==> src/rtl/xbar_pkg.sv <==
package xbar_pkg;
  parameter int XB_PORTS = 8;
  parameter int XB_LANE_W = 16;
  parameter int XB_CTX = 4;
  localparam int XB_CTX_W = (XB_CTX > 1) ? $clog2(XB_CTX) : 1;

  // strobes from control to datapath
  typedef struct packed {
    logic                wrEn;
    logic [XB_CTX_W-1:0] wrCtx;
    logic [XB_CTX_W-1:0] rdCtx;
    logic                blankOut;
  } xbarCtl_t;
endpackage

==> src/rtl/xbarCtrl.sv <==
module xbarCtrl
  import xbar_pkg::*;
(
  input  logic                clk,
  input  logic                rstN,
  input  logic                progEn,
  input  logic [XB_CTX_W-1:0] progCtx,
  input  logic [XB_CTX_W-1:0] ctxSel,
  input  logic                anyBad,
  output xbarCtl_t            ctl,
  output logic                progErr
);
  logic [XB_CTX_W-1:0] activeCtx;
  logic                errReg;

  always_ff @(posedge clk or negedge rstN) begin
    if (!rstN) begin
      activeCtx <= '0;
      errReg    <= 1'b0;
    end else begin
      activeCtx <= ctxSel;
      if (progEn) errReg <= anyBad;
    end
  end

  always_comb begin
    ctl.wrEn     = progEn;
    ctl.wrCtx    = progCtx;
    ctl.rdCtx    = activeCtx;
    ctl.blankOut = progEn;
  end

  assign progErr = errReg;

  a_r5_ctx_capture: assert property (@(posedge clk) disable iff (!rstN)
    1'b1 |=> ctl.rdCtx == $past(ctxSel));
  a_r3_err_set: assert property (@(posedge clk) disable iff (!rstN)
    progEn && anyBad |=> progErr);
  a_r3_err_clear: assert property (@(posedge clk) disable iff (!rstN)
    progEn && !anyBad |=> !progErr);
  a_r3_err_hold: assert property (@(posedge clk) disable iff (!rstN)
    !progEn |=> $stable(progErr));
endmodule

==> src/rtl/xbarDatapath.sv <==
module xbarDatapath
  import xbar_pkg::*;
#(
  parameter int N = XB_PORTS,
  parameter int W = XB_LANE_W,
  parameter int K = XB_CTX
) (
  input  logic         clk,
  input  logic         rstN,
  input  xbarCtl_t     ctl,
  input  logic [N*W-1:0] inLanes,
  input  logic [N*W-1:0] cfgBus,
  output logic [N*W-1:0] outLanes,
  output logic         anyBad
);
  logic [N-1:0] cfgMem [K][N];
  logic [N-1:0] colCode [N];
  logic [N-1:0] colBad;
  logic [W-1:0] routed [N];
  logic [N*W-1:0] outReg;

  // decode of each column bus and crosspoint storage
  for (genvar c = 0; c < N; c++) begin : g_col
    assign colCode[c] = cfgBus[c*W +: N];
    assign colBad[c]  = (colCode[c] & (colCode[c] - 1'b1)) != '0;

    always_ff @(posedge clk or negedge rstN) begin
      if (!rstN) begin
        for (int k = 0; k < K; k++) cfgMem[k][c] <= '0;
      end else if (ctl.wrEn) begin
        cfgMem[ctl.wrCtx][c] <= colBad[c] ? '0 : colCode[c];
      end
    end

    always_comb begin
      routed[c] = '0;
      for (int r = 0; r < N; r++)
        routed[c] = routed[c] | ({W{cfgMem[ctl.rdCtx][c][r]}} & inLanes[r*W +: W]);
    end

    always_ff @(posedge clk or negedge rstN) begin
      if (!rstN) outReg[c*W +: W] <= '0;
      else       outReg[c*W +: W] <= ctl.blankOut ? '0 : routed[c];
    end

    a_r3_bad_stored_empty: assert property (@(posedge clk) disable iff (!rstN)
      ctl.wrEn && colBad[c] |=> cfgMem[$past(ctl.wrCtx)][c] == '0);
    a_r2_good_stored: assert property (@(posedge clk) disable iff (!rstN)
      ctl.wrEn && !colBad[c] |=> cfgMem[$past(ctl.wrCtx)][c] == $past(colCode[c]));
    a_r2_single_row: assert property (@(posedge clk) disable iff (!rstN)
      $onehot0(cfgMem[ctl.rdCtx][c]));
    a_r6_empty_zero: assert property (@(posedge clk) disable iff (!rstN)
      !ctl.blankOut && cfgMem[ctl.rdCtx][c] == '0 |=> outLanes[c*W +: W] == '0);
  end

  assign anyBad   = |colBad;
  assign outLanes = outReg;

  a_r4_blank: assert property (@(posedge clk) disable iff (!rstN)
    ctl.blankOut |=> outLanes == '0);
endmodule

==> src/rtl/swizzleXbar.sv <==
module swizzleXbar
  import xbar_pkg::*;
#(
  parameter int N = XB_PORTS,
  parameter int W = XB_LANE_W,
  parameter int K = XB_CTX
) (
  input  logic                clk,
  input  logic                rstN,
  input  logic [N*W-1:0]      inLanes,
  input  logic [N*W-1:0]      cfgBus,
  input  logic                progEn,
  input  logic [XB_CTX_W-1:0] progCtx,
  input  logic [XB_CTX_W-1:0] ctxSel,
  output logic [N*W-1:0]      outLanes,
  output logic                progErr
);
  xbarCtl_t ctl;
  logic     anyBad;

  xbarCtrl u_ctrl (
    .clk(clk), .rstN(rstN), .progEn(progEn), .progCtx(progCtx),
    .ctxSel(ctxSel), .anyBad(anyBad), .ctl(ctl), .progErr(progErr)
  );

  xbarDatapath #(.N(N), .W(W), .K(K)) u_dp (
    .clk(clk), .rstN(rstN), .ctl(ctl), .inLanes(inLanes),
    .cfgBus(cfgBus), .outLanes(outLanes), .anyBad(anyBad)
  );
endmodule

==> config.mk <==
export PLATFORM = sky130hd
export DESIGN_NAME = swizzleXbar
export DESIGN_NICKNAME = d
export VERILOG_FILES = /design/src/rtl/xbar_pkg.sv /design/src/rtl/xbarCtrl.sv /design/src/rtl/xbarDatapath.sv /design/src/rtl/swizzleXbar.sv
export SDC_FILE = /design/constraint.sdc
export NUM_CORES = 1
export LEC_CHECK = 0
export BUFFER_PORTS_ARGS = -buffer_cell sky130_fd_sc_hd__buf_2
export CAP_MARGIN = 25
export CELL_PAD_IN_SITES_DETAIL_PLACEMENT = 2
export CELL_PAD_IN_SITES_GLOBAL_PLACEMENT = 2
export CORE_AREA = 2 2 154 156
export DETAILED_ROUTE_END_ITERATION = 6
export DIE_AREA = 0 0 156 158
export PLACE_DENSITY_LB_ADDON = 0.1
export REMOVE_ABC_BUFFERS = 1
export SLEW_MARGIN = 20
export SYNTH_ARGS = -nofsm -noshare
export SYNTH_HDL_FRONTEND = slang
export SYNTH_SLANG_ARGS = --single-unit
export TNS_END_PERCENT = 30
==> constraint.sdc <==
create_clock -name clk -period 0.8 [get_ports clk]
set_input_delay 0.12 -clock clk [delete_from_list [all_inputs] [get_ports clk]]
set_output_delay 0.12 -clock clk [all_outputs]
set_load 0.1 [all_outputs]
==> impl_metrics.json <==
{
  "outcome": "finished, violations left",
  "violations": "setup timing",
  "p_clk_share_pct": 0,
  "finalHoldViolCount": 0,
  "antenna_found_initial": 2,
  "sequentialPowerShare_pct": 1.5,
  "fin_cells": 619,
  "rsz0062_at_grt": "yes",
  "drt_iter0_drc": 11,
  "nNetsFinal": 592,
  "drt_wl_total_um": 6720,
  "use_met1_pct": 5.58,
  "cap_violations": 0,
  "max_clock_freq_mhz": 652,
  "area.growth.synth_to_final_pct": 50.5,
  "path_delay_family": "simple AND/OR/NAND/NOR gates",
  "boundaryPins": 392,
  "grt_pass1_vias": 1509,
  "ant_nets": 0,
  "slew_violations": 0,
  "grt_busiest_layer": "met2",
  "grt_max_degree": 5,
  "drtPass1Iterations": 4,
  "grt_pass1_wl_um": 8880,
  "p_sw_share_pct": 87.1,
  "setup.worst_path.end": "u_ctrl.progErr",
  "slowest_stage": "nor4_2",
  "power.leakage_nw": 1.10,
  "required_ps": 650,
  "wire_per_inst_um": 10.9,
  "cp_slowest_stage_delay_ps": 300,
  "p_total_mw": 3.36,
  "finClkSkew_ps": 0,
  "cp_num_cells": 7,
  "synth_cell_type_count": 27,
  "setup_viol": 1,
  "min_period_ps": 1530,
  "p_per_area_nw_per_um2": 1500,
  "worst_setup_path_start_kind": "primary input",
  "ys_seq_area_share_pct": 1.68,
  "worstRegToRegCells": 2,
  "final_cell_mix": "conb_1 (128), buf_2 (63), buf_4 (54)",
  "placed_cells": 616,
  "avgSynthCellArea_um2": 7.19,
  "grt_overflow_total": 0,
  "met2_usage_pct": 9.00,
  "syn_inst": 207,
  "p_int_mw": 0.433,
  "synth_area_um2": 1490,
  "place_hpwl_um": 6450,
  "gp_congestion": 0.667,
  "r2r-start": "u_ctrl.progErr",
  "p_comb_share_pct": 98.5,
  "die_h_um": 158,
  "ys_ff_latch": 1,
  "cp-startpoint": "cfgBus[32]",
  "reg2reg_setup_slack_ps": 40,
  "row_count": 56,
  "initial_core_util_pct": 6.45,
  "setup_ws_ps": -734,
  "final_common_cell": "conb_1",
  "die_w_um": 156,
  "use_met3_pct": 1.51,
  "post_cts_buffers": 0,
  "placed_cell_area_um2": 2110,
  "p_sw_mw": 2.93,
  "hp-class": "in2async",
  "grt_usage_pct": 4.76,
  "drive_gt1_share_pct": 41.3,
  "io_buffers": 67,
  "largest_reg_flops": 1,
  "peakVddDrop_mv": 0.460,
  "tns_ps": -734,
  "fin_area_um2": 2240,
  "end_kind": "flop",
  "crit_top_cell": "nor4_2",
  "crit_buf_inv": 2,
  "yosys_warnings": 512,
  "clk_latency_ps": 0,
  "core_um2": 23100,
  "dieArea_um2": 24600,
  "viasPerCell": 2.47,
  "crit_chain": "buf_2 -> nor4_2 -> buf_4 -> o2bb2ai_1 -> nand4_1 -> nor4_2 -> a31oi_1",
  "cp_max_fo": 4,
  "drc": 0,
  "arrival_ps": 1390,
  "clkTransAtPathRegs_ps": 0,
  "r2r-end": "u_ctrl.progErr",
  "fin_util_pct": 9.72,
  "fin_crit_sh_pct": 192,
  "path_class": "in2reg",
  "num_vias": 1528
}
how the worst min path moves through the flow:
stage          start              to  slack, ps  depth (start not counted)
6_report        rstN  u_ctrl.progErr        470                          2
5_1_grt         rstN  u_ctrl.progErr        470                          2
4_1_cts         rstN  u_ctrl.progErr        470                          2
3_5_place_dp    rstN  u_ctrl.progErr        -80                          1
3_3_place_gp    rstN  u_ctrl.progErr        -80                          1
2_1_floorplan   rstN  u_ctrl.progErr       -180                          0
cell families (layout without fill, tap and decap cells):
family	after synthesis	after routing	synth area share, %
AND/OR/NAND/NOR	36	36	14.0
flip-flops	1	1	1.68
adder cells (fa/ha/maj)	1	1	0.673
buffers and inverters	129	122	64.8
other	1	130	0.252
AO/OA/AOI/OAI	39	39	18.6
cells in the mapped netlist:
master     number  area, um^2
or3_1           1        6.26
nand4_1         4        25.0
nor4_2          1        12.5
nor4_1          8        50.1
conb_1          1        3.75
nor3_1          3        15.0
a21oi_1         3        15.0
maj3_1          1        10.0
nand2_1         1        3.75
a31oi_1         1        6.26
a222oi_1        1        10.0
and3_1          1        6.26
nand3_1         2        10.0
nor2_1         13        48.8
o21ai_0         8        40.0
a21boi_0        1        7.51
a22o_1          3        26.3
a22oi_1         4        30.0
o2bb2ai_1       5        43.8
nand4_4         1        21.3
buf_4         128         961
a221oi_1        3        26.3
and4_1          1        8.76
dfrtp_1         1        25.0
inv_1           1        3.75
o22ai_1         3        18.8
o31ai_1         7        52.6
layer usage:
layer / part of all wire [%] / up-vias
li1: - / 716
met1: 39 / 678
met2: 48 / 134
met3: 12 / 0
met4: 0 / 0
met5: 0 / -
through the flow:
stage | worst slack (ps) | hold WS, ps
after detailed placement | -940 | -84.0
final | -734 | 466
after CTS | -760 | 466
after global routing | -886 | 473
after floorplan | -433 | -176
after global placement | -922 | -79.7
what timing repair did:
action                                 4_1_cts  5_1_grt
cloned                                       0        0
endpoints found under the hold margin        1        0
pin swaps                                    4        1
hold buffers                                 1        0
gates resized for setup                     18        2
setup endpoints to repair                    1        1
layout make-up:
class / count / area, um^2
inverters: 1 / 3.75
repair buffers: 121 / 773
well taps: 290 / 363
diodes: 2 / 5.00
fillers: 2814 / 20800
flip-flops and latches: 1 / 25.0
multi-input cells: 204 / 1070
power groups by stage:
stage                     Combinational, mW   Clock, mW  Sequential [mW]
after global placement                 3.24           0           0.0515
after floorplan                        2.72           0           0.0515
after global routing                   3.42           0           0.0515
final                                  3.31  0.00000351           0.0515
after detailed placement               3.25           0           0.0515
after CTS                              3.30           0           0.0515
No activity file was read; power rests on OpenSTA's default activity.
